[src/rtl/alu_pkg.sv]
package alu_pkg;
  typedef enum logic [1:0] {
    MODE_ALU     = 2'b00,
    MODE_ADDPASS = 2'b01,
    MODE_ACCUM   = 2'b10,
    MODE_ALU_ALT = 2'b11
  } alu_mode_e;
endpackage

[src/rtl/alu_addsub.sv]
module alu_addsub #(
  parameter int W = 16
) (
  input  logic [W-1:0] x,
  input  logic [W-1:0] y,
  input  logic         sub,
  output logic [W-1:0] sum,
  output logic         cout,
  output logic         ovf
);
  function automatic logic [W:0] chain_add(logic [W-1:0] p, logic [W-1:0] r, logic cin);
    return {1'b0, p} + {1'b0, r} + {{W{1'b0}}, cin};
  endfunction

  function automatic logic sign_ovf(logic xs, logic ys, logic rs);
    return (xs == ys) && (rs != xs);
  endfunction

  logic [W-1:0] y_eff;
  logic [W:0]   total;

  assign y_eff = sub ? ~y : y;
  assign total = chain_add(x, y_eff, sub);
  assign sum   = total[W-1:0];
  assign cout  = total[W];
  assign ovf   = sign_ovf(x[W-1], y_eff[W-1], total[W-1]);
endmodule

[src/rtl/alu_logic.sv]
module alu_logic #(
  parameter int W = 16
) (
  input  logic [W-1:0] a,
  input  logic [W-1:0] b,
  input  logic         and_sel,
  output logic [W-1:0] y
);
  assign y = and_sel ? (a & b) : (a ^ b);
endmodule

[src/rtl/alu_cmp.sv]
module alu_cmp #(
  parameter int W = 16
) (
  input  logic [W-1:0] a,
  input  logic [W-1:0] b,
  output logic         same,
  output logic         zero
);
  localparam int NPAIR = W / 2;
  localparam int NNIB  = W / 4;

  logic [NPAIR-1:0] pair_eq;
  logic [NNIB-1:0]  nib_zero;

  for (genvar i = 0; i < NPAIR; i++) begin : g_pair
    assign pair_eq[i] = (a[2*i+1:2*i] == b[2*i+1:2*i]);
  end

  for (genvar g = 0; g < NNIB; g++) begin : g_nib
    assign nib_zero[g] = (a[4*g+3:4*g] == 4'd0);
  end

  assign same = &pair_eq;
  assign zero = &nib_zero;

  initial begin
    a_width_mult4 : assert (W % 4 == 0 && W >= 4)
      else $error("width must be a positive multiple of 4");
  end
endmodule

[src/rtl/compact_alu.sv]
module compact_alu
  import alu_pkg::*;
#(
  parameter int W = 16
) (
  input  logic         clk,
  input  logic         rst,
  input  logic         en,
  input  logic [1:0]   mode,
  input  logic         s1,
  input  logic         s2,
  input  logic         add_sel,
  input  logic [W-1:0] a,
  input  logic [W-1:0] b,
  input  logic [W-1:0] c,
  output logic [W-1:0] q,
  output logic         cy,
  output logic         ov,
  output logic         eq_ab,
  output logic         zero_a
);
  alu_mode_e    m;
  logic         is_alu, is_accum, arith_path, do_sub;
  logic [W-1:0] add_x, add_y, sum, logic_y, q_next;
  logic         cout, ovf, same, zero;
  logic [W-1:0] q_r;
  logic         cy_r, ov_r, eq_r, zr_r;

  assign m          = alu_mode_e'(mode);
  assign is_alu     = (m == MODE_ALU) || (m == MODE_ALU_ALT);
  assign is_accum   = (m == MODE_ACCUM);
  assign do_sub     = is_alu && !s2;
  assign arith_path = is_alu ? s1 : add_sel;
  assign add_x      = is_accum ? q_r : a;
  assign add_y      = is_accum ? a : b;

  alu_addsub #(.W(W)) u_addsub (
    .x(add_x), .y(add_y), .sub(do_sub), .sum(sum), .cout(cout), .ovf(ovf)
  );

  alu_logic #(.W(W)) u_logic (
    .a(a), .b(b), .and_sel(s2), .y(logic_y)
  );

  alu_cmp #(.W(W)) u_cmp (
    .a(a), .b(b), .same(same), .zero(zero)
  );

  always_comb begin
    if (arith_path)    q_next = sum;
    else if (is_alu)   q_next = logic_y;
    else if (is_accum) q_next = b;
    else               q_next = c;
  end

  always_ff @(posedge clk) begin
    if (rst) begin
      q_r  <= '0;
      cy_r <= 1'b0;
      ov_r <= 1'b0;
      eq_r <= 1'b0;
      zr_r <= 1'b0;
    end else if (en) begin
      q_r  <= q_next;
      cy_r <= arith_path & cout;
      ov_r <= arith_path & ovf;
      eq_r <= same;
      zr_r <= zero;
    end
  end

  assign q      = q_r;
  assign cy     = cy_r;
  assign ov     = ov_r;
  assign eq_ab  = eq_r;
  assign zero_a = zr_r;

  logic past_valid = 1'b0;
  always_ff @(posedge clk) past_valid <= 1'b1;

  a_r1_reset_clears : assert property (@(posedge clk)
    past_valid && $past(rst) |-> (q == '0) && !cy && !ov && !eq_ab && !zero_a);

  a_r2_hold : assert property (@(posedge clk) disable iff (rst)
    past_valid && !$past(rst) && !$past(en)
      |-> $stable(q) && $stable(cy) && $stable(ov) && $stable(eq_ab) && $stable(zero_a));

  a_r4_logic_no_flags : assert property (@(posedge clk) disable iff (rst)
    past_valid && $past(en && !rst && is_alu && !s1) |-> !cy && !ov);

  a_r7_pass_c : assert property (@(posedge clk) disable iff (rst)
    past_valid && $past(en && !rst && m == MODE_ADDPASS && !add_sel)
      |-> (q == $past(c)) && !cy && !ov);

  a_r8_load_b : assert property (@(posedge clk) disable iff (rst)
    past_valid && $past(en && !rst && is_accum && !add_sel)
      |-> (q == $past(b)) && !cy && !ov);

  a_r9_equal : assert property (@(posedge clk) disable iff (rst)
    past_valid && $past(en && !rst) |-> eq_ab == ($past(a) == $past(b)));

  a_r10_zero : assert property (@(posedge clk) disable iff (rst)
    past_valid && $past(en && !rst) |-> zero_a == ($past(a) == '0));
endmodule

[config.mk]
export PLATFORM = sky130hd
export DESIGN_NAME = compact_alu
export DESIGN_NICKNAME = d
export VERILOG_FILES = /design/src/rtl/alu_pkg.sv /design/src/rtl/alu_addsub.sv /design/src/rtl/alu_logic.sv /design/src/rtl/alu_cmp.sv /design/src/rtl/compact_alu.sv
export SDC_FILE = /design/constraint.sdc
export NUM_CORES = 1
export LEC_CHECK = 0
export ABC_CLOCK_PERIOD_IN_PS = 4300
export CAP_MARGIN = 20
export CORE_ASPECT_RATIO = 0.7
export CORE_UTILIZATION = 65
export DETAILED_ROUTE_END_ITERATION = 8
export DONT_BUFFER_PORTS = 1
export PLACE_DENSITY = 0.81
export SYNTH_ARGS = -nofsm -noshare
export SYNTH_HDL_FRONTEND = slang
export SYNTH_HIERARCHICAL = 1
export SYNTH_SLANG_ARGS = --single-unit
[constraint.sdc]
create_clock -name clk -period 4.3 [get_ports clk]
set_input_delay 0.43 -clock clk [delete_from_list [all_inputs] [get_ports clk]]
set_output_delay 0.43 -clock clk [all_outputs]
set_load 0.02 [all_outputs]
# Yosys cells after proc, flatten, opt, wreduce, memory -nomap -nowiden
# Index checks and enable logic that the tools add are counted.
dict set report word_totals {
  reg_bits 20
  latch_bits 0
  ramBits 0
  romBits 0
  inputBits 56
  out_inout_bits 20
  word_cells 43
  n_memories 0
}
dict set report classes {
  n_addsub 2
  mul 0
  div 0
  order_cmp 0
  eq_ne 12
  shifts 0
  mux 8
  n_bitwise 5
  n_reduce_logical 11
}
# cell count
set op_table {}
lappend op_table {{2-to-1 mux 16 bit} 7}
lappend op_table {{adder 16 x 16 -> 17 bit} 1}
lappend op_table {{adder 17 x 1 -> 17 bit} 1}
lappend op_table {{AND 16 bit} 1}
lappend op_table {{equality test 2 bit} 8}
lappend op_table {{logical NOT 4 bit} 4}
lappend op_table {{inverter 16 bit} 1}
lappend op_table {{bitwise XOR 16 bit} 1}
lappend op_table {{AND reduction 8 bit} 1}
lappend op_table {{equality test 2 bit (second input constant)} 2}
lappend op_table {{AND reduction 4 bit} 1}
lappend op_table {{AND 1 bit} 2}
lappend op_table {{logical AND 1 bit} 2}
lappend op_table {{logical NOT 2 bit} 1}
lappend op_table {{equality test 1 bit} 1}
lappend op_table {{logical NOT 1 bit} 1}
lappend op_table {{logical OR 1 bit} 1}
lappend op_table {{2-to-1 mux 1 bit} 1}
lappend op_table {{inequality test 1 bit} 1}

# Depth between registers and ports, before layout
# Gate-level depths: netlist (run 1).
dict set report logic_depth {
  word_depth 9
  ltp_mapped 18
  mapped_depth_nobuf 14
}

# Cells and area by module
# Netlist (run 1), hierarchy kept.
# module instances cells_each area_per_inst_um2 seq_area_each_um2
set modules_own_cells {}
lappend modules_own_cells {compact_alu 1 173 1640.3 400.4}
lappend modules_own_cells {alu_addsub 1 114 924.6 0.0}
lappend modules_own_cells {alu_logic 1 34 449.2 0.0}
lappend modules_own_cells {alu_cmp 1 26 211.5 0.0}

# Least setup slack after synthesis (run 1)
# No wires, ideal clock.
dict set report synth_path {
  path_kind {input to register}
  startpoint {input mode[0]}
  endpoint {register q_r[14] (netlist: q[14])}
  setup_time_ps 91
  arrival_ps 3484
  t_required_ps 4209
  slack_ps 725
  stages 18
  path_buffers 5
  path_cell_list {inv_1 ha_1 buf_6 clkbuf_2 buf_4 nor2b_1 buf_6 buf_2 xor2_1 ha_1 nor2b_1 o311ai_1 nand2_1 a41o_1 o2bb2ai_2 xnor2_1 nand2_1 a311oi_1}
}
dict set report synth_via {
  elab_chain_cells 7
  elab_cells_between_ends 15
  classes_between {add/sub (2); eq/ne (2); mux (7); bitwise (1); reduce/logical (3)}
}
# item line
set synth_lines {}
lappend synth_lines {{from (decl)} compact_alu.sv:9} ;# input logic [1:0] mode,
lappend synth_lines {{equality test 2 bit / logical NOT 2 bit (equally long branches)} compact_alu.sv:30} ;# assign is_alu = (m == MODE_ALU) || (m == MODE_ALU_ALT);
lappend synth_lines {{logical OR 1 bit (*)} compact_alu.sv:30}
lappend synth_lines {{logical AND 1 bit (*)} compact_alu.sv:32} ;# assign do_sub = is_alu && !s2;
lappend synth_lines {{via do_sub} compact_alu.sv:23} ;# logic is_alu, is_accum, arith_path, do_sub;
lappend synth_lines {{2-to-1 mux 16 bit} alu_addsub.sv:22} ;# assign y_eff = sub ? ~y : y;
lappend synth_lines {{adder 16 x 16 -> 17 bit} alu_addsub.sv:12} ;# return {1'b0, p} + {1'b0, r} + {{W{1'b0}}, cin};
lappend synth_lines {{adder 17 x 1 -> 17 bit (*)} alu_addsub.sv:12}
lappend synth_lines {{via sum[14]} compact_alu.sv:24} ;# logic [W-1:0] add_x, add_y, sum, logic_y, q_next;
lappend synth_lines {{2-to-1 mux 16 bit (*)} compact_alu.sv:50} ;# if (arith_path) q_next = sum;
lappend synth_lines {{to (signal assigned)} compact_alu.sv:64} ;# q_r <= q_next;
lappend synth_lines {{to (decl)} compact_alu.sv:26} ;# logic [W-1:0] q_r;
# The timed path passes the listed nets; every way through them passes the cells marked *.
# A chain may end at the register's enable or synchronous reset.

# Worst setup path in the final report (run 1)
dict set report layout_path {
  startpoint {input mode[0]}
  endpoint {register q_r[15] (netlist: q[15])}
}
dict set report layout_via {
  elab_chain_cells 7
  elab_cells_between_ends 15
  classes_between {add/sub (2); eq/ne (2); mux (7); bitwise (1); reduce/logical (3)}
}
# item line
set layout_lines {}
lappend layout_lines {{equality test 2 bit (*)} compact_alu.sv:31} ;# assign is_accum = (m == MODE_ACCUM);
lappend layout_lines {{2-to-1 mux 16 bit (*)} compact_alu.sv:35} ;# assign add_y = is_accum ? a : b;
lappend layout_lines {{via add_y[6]} compact_alu.sv:24}
lappend layout_lines {{inverter 16 bit} alu_addsub.sv:22}
lappend layout_lines {{2-to-1 mux 16 bit (*)} alu_addsub.sv:22}
lappend layout_lines {{adder 16 x 16 -> 17 bit (*)} alu_addsub.sv:12}
lappend layout_lines {{adder 17 x 1 -> 17 bit (*)} alu_addsub.sv:12}
lappend layout_lines {{via sum[15]} compact_alu.sv:24}
lappend layout_lines {{2-to-1 mux 16 bit (*)} compact_alu.sv:50}
# Marked as above.

==> impl_results.md, run 1 <==
- Status: completed
- Hold WS: approximately 0.21 ns
- Vias per Instance: roughly 6.7
- Required time of the critical path: 4.48 ns
- Pin count of the biggest net entering global routing: 35
- Unrepaired setup endpoints after global routing: false
- EDFF count, synth: 0
- Worst skew pair latency: between 0.2 and 0.3 ns
- Initial antenna violation count: 0
- VDD IR-drop max: roughly 0.19 mV
- Slew Viols, Final: 0
- TritonCTS buffer count: 3
- CORE AREA: around 4800 um2
- Post-Route WL: between 8000 and 9000 um
- Area after DPL: around 3200 um2
- CTS tree: yes
- Final Cell Area: approximately 3300 um2
- Synthesis-to-finish area growth: 1.397%
- Final setup vio count: 0
- Post-Synthesis Cells: 347
- Hold_buf cts: 0
- Via count of the first global-routing pass: 2620
- Final Util: between 60 and 70%
- Pre-Repair DR Iteration Count: 4
- First-pass GRT wire length: approximately 14000 um
- DRC errors left: 0
- Seq/Total Area, Yosys: approximately an eighth
- Width of the die: around 86 um
- CP Launch Type: primary input
- Async SR Flop Fraction: 0%
- Worst-Margin Slew: roughly 0.79 ns
- Pleak: ~0.0013 uW
- Die Span Y: between 60 and 70 um
- Share of cells above drive strength 1: between 20 and 25%
- # clock sinks: 20
- H-tree depth: 1
- CTS resizes: 0
- Reg2reg setup slack: between 1 and 1.5 ns
- Max-cap violations: 0
- Final Cycle Share: approximately 79%
- # IOs: 76
- Max clock buf depth: 2
- YS warnings: 6
- Gpl congestion: 0.9595
- Die footprint: between 5000 and 6000 um2
- Final Hold Viols: 0
- Gr usage total: between 30% and 40%
- Setup TNS: 0 ns
- Synth Area per Inst: between 9 and 10 um2
- Crit Path Category: in -> reg
- Buffer count from post-CTS setup fixing: 0
- Mapped Area: approximately 3200 um2
- Tmin final: 3.407 ns
- Netlist cell types: 53
- Mapped Nets: 437
- Power Dens Cells: ~300 nW/um2
- Wire length per cell: roughly 22 um
- Worst Path Max Fanout: 17
- Starting density of the core: 67.45%
- Arrival @ worst endpoint: 3.58 ns
- Row cnt: 21
- CTS root buf: clkbuf_8
- Max_slew headroom: around 47%
- DRT iter0 DRCs: about 160
- Clk pin slew, worst setup/hold paths: 0.09 ns
- Total gr overflow: 0
- Vias post-DR: about 2700
- Worst Skew: around 0.0053 ns
- Number of synthesized register bits: 20
- Fmax: 293.5 MHz
- Buffers on Ports: 0
- Nets: between 400 and 500
- Hold WC Path Type: in -> reg
- Post-synth top flop: dfxtp_1
- Diode count: 0
- Final ANT Viol Nets: 0
- CP endpoint kind: flip-flop
- DP HPWL: between 6000 and 7000 um
## per-stage QoR
stage / setup slack (ns) / power (uW) / cells
6_report: 0.8927 / 989.4 / 404
3_5_place_dp: 0.7264 / 776.0 / 400
5_1_grt: 0.6873 / 1044 / 404
2_1_floorplan: 0.7254 / 699.2 / 347
4_1_cts: 1.002 / 982.5 / 404
3_3_place_gp: 0.8031 / 762.1 / 400
## area by class of cell
type	count	area, um2
Inverter	5	18.77
Clock buffer	3	41.29
Timing Repair Buffer	4	30.03
Sequential cell	20	400.4
Fill cell	414	1511
Clock inverter	1	30.03
Multi-Input combinational cell	302	2664
Tap cell	69	86.33
## worst max-delay path, stage by stage
cell and delay (ns):
inv_1 0.04, ha_2 0.42, buf_4 0.35, mux2_2 0.38
xor2_1 0.16, ha_1 0.32, a21oi_1 0.20, o21ai_0 0.19
o21bai_1 0.31, a41oi_2 0.20, xor2_1 0.17, nand2b_1 0.15
a32o_1 0.26
## metal layers
metal  wire length [um]  GRT usage [%]  vias up
met5                  0              0        -
met4                182          11.90        0
met3                756          8.163       17
met2               3837          55.10      108
met1               4066          46.50     1289
li1                   -              -     1274
## synth_stat cells, types with 2 or more instances
library cell	n	area share, %
nor2_1	13	1.5
xor2_1	21	5.7
mux2i_1	10	3.1
nand2b_1	10	1.9
a32o_1	8	2.5
dfxtp_1	20	12
buf_2	8	1.2
nand3_1	6	0.93
buf_6	3	1.0
mux2_1	2	0.70
clkbuf_1	2	0.23
xnor2_1	25	6.8
nor4_1	4	0.78
nor3b_1	8	1.9
nor2b_1	6	1.2
buf_4	3	0.70
and3b_1	8	2.2
o21a_1	3	0.70
mux2_4	12	5.6
ha_1	33	13
a311oi_1	8	2.2
o211ai_1	2	0.47
nand2_1	19	2.2
a21oi_1	13	2.0
and2_1	3	0.58
mux2_2	45	16
nand4_1	4	0.78
inv_1	5	0.58
o22ai_1	17	3.3
o21ai_0	3	0.47
## cell families (layout without fill, tap and decap cells)
logic type      count (synthesis)  count (layout)  share of synthesized area [%]
mux                            69              69                          25.10
fa+ha+maj                      34              34                          13.42
buf+inv                        25              13                          5.159
simple gates                   88              88                          16.06
compound gates                 65              65                          15.36
flops                          20              20                          12.41
xor+xnor                       46              46                          12.49
## power by group
| group | switching (uW) | internal (uW) |
|---|---|---|
| registers | 45.6 | 206 |
| clock network | 76.5 | 125 |
| logic | 275 | 262 |
| total | 397 | 593 |
## path summary, 6_finish.rpt
check,start,endpoint,cells past startpoint
max,mode[0],q[15],13
min,rst,cy,1
max reg2reg,q[0],q[12],12
min reg2reg,cy,cy,2
## layout by cell type (no fill, tap or decap), types with 2 or more instances in the layout
| master | n |
|---|---|
| a21oi_1 | 13 |
| a311oi_1 | 8 |
| a32o_1 | 8 |
| and2_1 | 3 |
| and3b_1 | 8 |
| buf_4 | 4 |
| clkbuf_8 | 3 |
| dfxtp_1 | 20 |
| ha_1 | 32 |
| inv_1 | 5 |
| mux2_1 | 2 |
| mux2_2 | 45 |
| mux2_4 | 12 |
| mux2i_1 | 10 |
| nand2_1 | 19 |
| nand2b_1 | 10 |
| nand3_1 | 6 |
| nand4_1 | 4 |
| nor2_1 | 13 |
| nor2b_1 | 5 |
| nor3b_1 | 8 |
| nor4_1 | 4 |
| o211ai_1 | 2 |
| o21a_1 | 3 |
| o21ai_0 | 3 |
| o22ai_1 | 17 |
| xnor2_1 | 25 |
| xor2_1 | 21 |
## registers in the layout (all words and copies together), names as in the netlist
signal and count:
cy 1, ov 1, zero_a 1, q 16
eq_ab 1
No activity file was read; power rests on OpenSTA's default activity.
==> run 2, diff against run 1 <==
--- a/config.mk
+++ b/config.mk
@@ -5,13 +5,13 @@
 export SDC_FILE = /design/constraint.sdc
 export NUM_CORES = 1
 export LEC_CHECK = 0
-export ABC_CLOCK_PERIOD_IN_PS = 4300
+export ABC_CLOCK_PERIOD_IN_PS = 2800
 export CAP_MARGIN = 20
 export CORE_ASPECT_RATIO = 0.7
-export CORE_UTILIZATION = 65
+export CORE_UTILIZATION = 59
 export DETAILED_ROUTE_END_ITERATION = 8
 export DONT_BUFFER_PORTS = 1
-export PLACE_DENSITY = 0.81
+export PLACE_DENSITY = 0.78
 export SYNTH_ARGS = -nofsm -noshare
 export SYNTH_HDL_FRONTEND = slang
 export SYNTH_HIERARCHICAL = 1
==> constraint.sdc (replaced) <==
create_clock -name clk -period 2.8 [get_ports clk]
set_input_delay 0.28 -clock clk [delete_from_list [all_inputs] [get_ports clk]]
set_output_delay 0.28 -clock clk [all_outputs]
set_load 0.02 [all_outputs]
==> run 2 against run 1 <==
  * The run now ends with setup timing left
  * Global-route usage is 2.0 points lower
  * Sequential power grew 50%
  * Core utilization is 4.5 points higher
  * Critical endpoint is now q[10]
  * Highest routed layer unchanged
==> impl_results.md, run 2 (same netlist as run 1, synthesis figures left out) <==
- CP Launch Type: primary input
- Worst Path Max Fanout: 7
- Tmin final: between 2 and 3 ns
- Fmax: between 300 and 400 MHz
- Fillcell total: slightly below 400
- CTS tree: yes
- CP endpoint kind: flip-flop
- Final setup vio count: 1
- Nets: about 480
- Failing checks: setup timing
- Hold WC Path Type: in -> reg
- DRC errors left: 0
- Max-cap violations: 0
- Unrepaired setup endpoints after global routing: true
- TritonCTS buffer count: 3
- Arrival @ worst endpoint: roughly 3.0 ns
- Clk pin slew, worst setup/hold paths: 0.08 ns
- Gpl congestion: around 0.95
- Highest cell delay on the worst timing path: between 0.3 and 0.4 ns
- Status: complete, but fails checks
- Post-Route WL: roughly 10000 um
- Wire length per cell: 21.46 um
- Max FFs per register: 16
- Max_slew headroom: a little over two fifths
- Die Span Y: between 60 and 70 um
- Most frequent cells in the layout: buf_4 (49), mux2_2 (42), ha_1 (31)
- CORE AREA: ~5300 um2
- Worst-Margin Slew: 0.8519 ns
- Power Dens Cells: roughly 460 nW/um2
- Critical-path top delay cell: mux2_2
- First-pass GRT wire length: 14680 um
- Die footprint: 5771 um2
- Most common cell after layout, fill and taps aside: buf_4
- Via count of the first global-routing pass: 2878
- Worst skew pair latency: 0.27 ns
- Final ANT Viol Nets: 0
- Max clock buf depth: 2
- Width of the die: about 90 um
- Crit Path Category: in -> reg
- VDD IR-drop max: ~0.31 mV
- CTS root buf: clkbuf_8
- Buffers on Ports: 0
- Pre-Repair DR Iteration Count: 4
- Starting density of the core: between 60% and 70%
- Final Cycle Share: 100.8%
- Diode count: 0
- Required time of the critical path: 2.97 ns
- # IOs: between 70 and 80
- Synthesis-to-finish area growth: 18.74%
- Vias per Instance: 6.281
- Final Hold Viols: 0
- Slew Viols, Final: 0
- Setup Slack @ Placement: -0.2165 ns
- H-tree depth: 1
- Gr usage total: about 33%
- Total gr overflow: 0
- Vias post-DR: roughly 2900
- Cells along the critical path: inv_6, ha_4, buf_8, buf_12, mux2_2, xor2_1, ha_1, buf_4, a21oi_2, o21ai_0, a41o_1, buf_4, xor2_1, nand2b_1, a32o_1
- DRT iter0 DRCs: 210
- DP HPWL: 7271 um
- Worst Skew: between 0.003 and 0.004 ns
- Final worst slack: -0.02146 ns
- Total power: 1770 uW
- Row cnt: 22
- # clock sinks: 20
- Share of cells above drive strength 1: 36.98%
- Pin count of the biggest net entering global routing: 35
- Pleak: ~0.0016 uW
- Initial antenna violation count: 0
-- run 2: changes by cell type in the layout (fill, tap and decap cells not counted), sizes merged --
cell / delta
buf: +48
clkbuf: +1
-- run 2: per-stage QoR --
step	area, um2	setup TNS [ns]	cells	hold slack [ns]	utilization (%)
final	3830	-0.02146	456	0.06406	72.85
after detailed placement	3545	-1.407	441	0.3534	67.42
after floorplan	3302	-2.816	347	0.3521	-
after CTS	3616	0	445	0.06251	68.78
after global placement	3545	-0.8698	441	0.3509	67.42
after global routing	3830	-0.3666	456	0.05998	72.85
-- run 2: critical path: cells and delay by family --
family,cells,cell delay (ns)
XOR/XNOR,2,0.29
multiplexers,1,0.36
AND/OR/NAND/NOR,1,0.14
adder cells (fa/ha/maj),2,0.48
AO/OA/AOI/OAI,4,0.82
buffers and inverters,5,0.63
-- run 2: repair_timing --
item / in CTS / in global routing
hold buffers: 0 / 0
hold endpoints to repair: 0 / 0
endpoints found under the setup margin: 0 / 9
resized for setup: 0 / 21
buffers inserted: 0 / 10
-- run 2: worst paths after layout --
| path | startpoint | end | slack (ns) | cells after the start |
|---|---|---|---|---|
| max | mode[0] | q[10] | -0.02 | 15 |
| min | rst | cy | 0.06 | 1 |
| max reg2reg | q[0] | q[10] | 0.05 | 12 |
| min reg2reg | ov | ov | 0.58 | 2 |
-- run 2: layout make-up --
class	count	area (um2)	share of cell area [%]
Multi-Input combinational cell	302	2796	73.02
Timing Repair Buffer	53	447.9	11.70
Sequential cell	20	400.4	10.45
Tap cell	72	90.09	2.352
Clock buffer	3	41.29	1.078
Clock inverter	1	30.03	0.7841
Inverter	5	23.77	0.6207
-- run 2: power breakdown --
group | switching, uW | internal, uW
clock | 111 | 191
combinational | 507 | 581
sequential | 62.2 | 317
total | 681 | 1090
-- run 2: layer usage --
metal	global-route usage, %	up-vias	part of all wire [%]
li1	-	1369	-
met1	42.34	1345	43
met2	54.48	129	47
met3	6.429	21	8.1
met4	10.08	0	2.1
met5	0	-	0
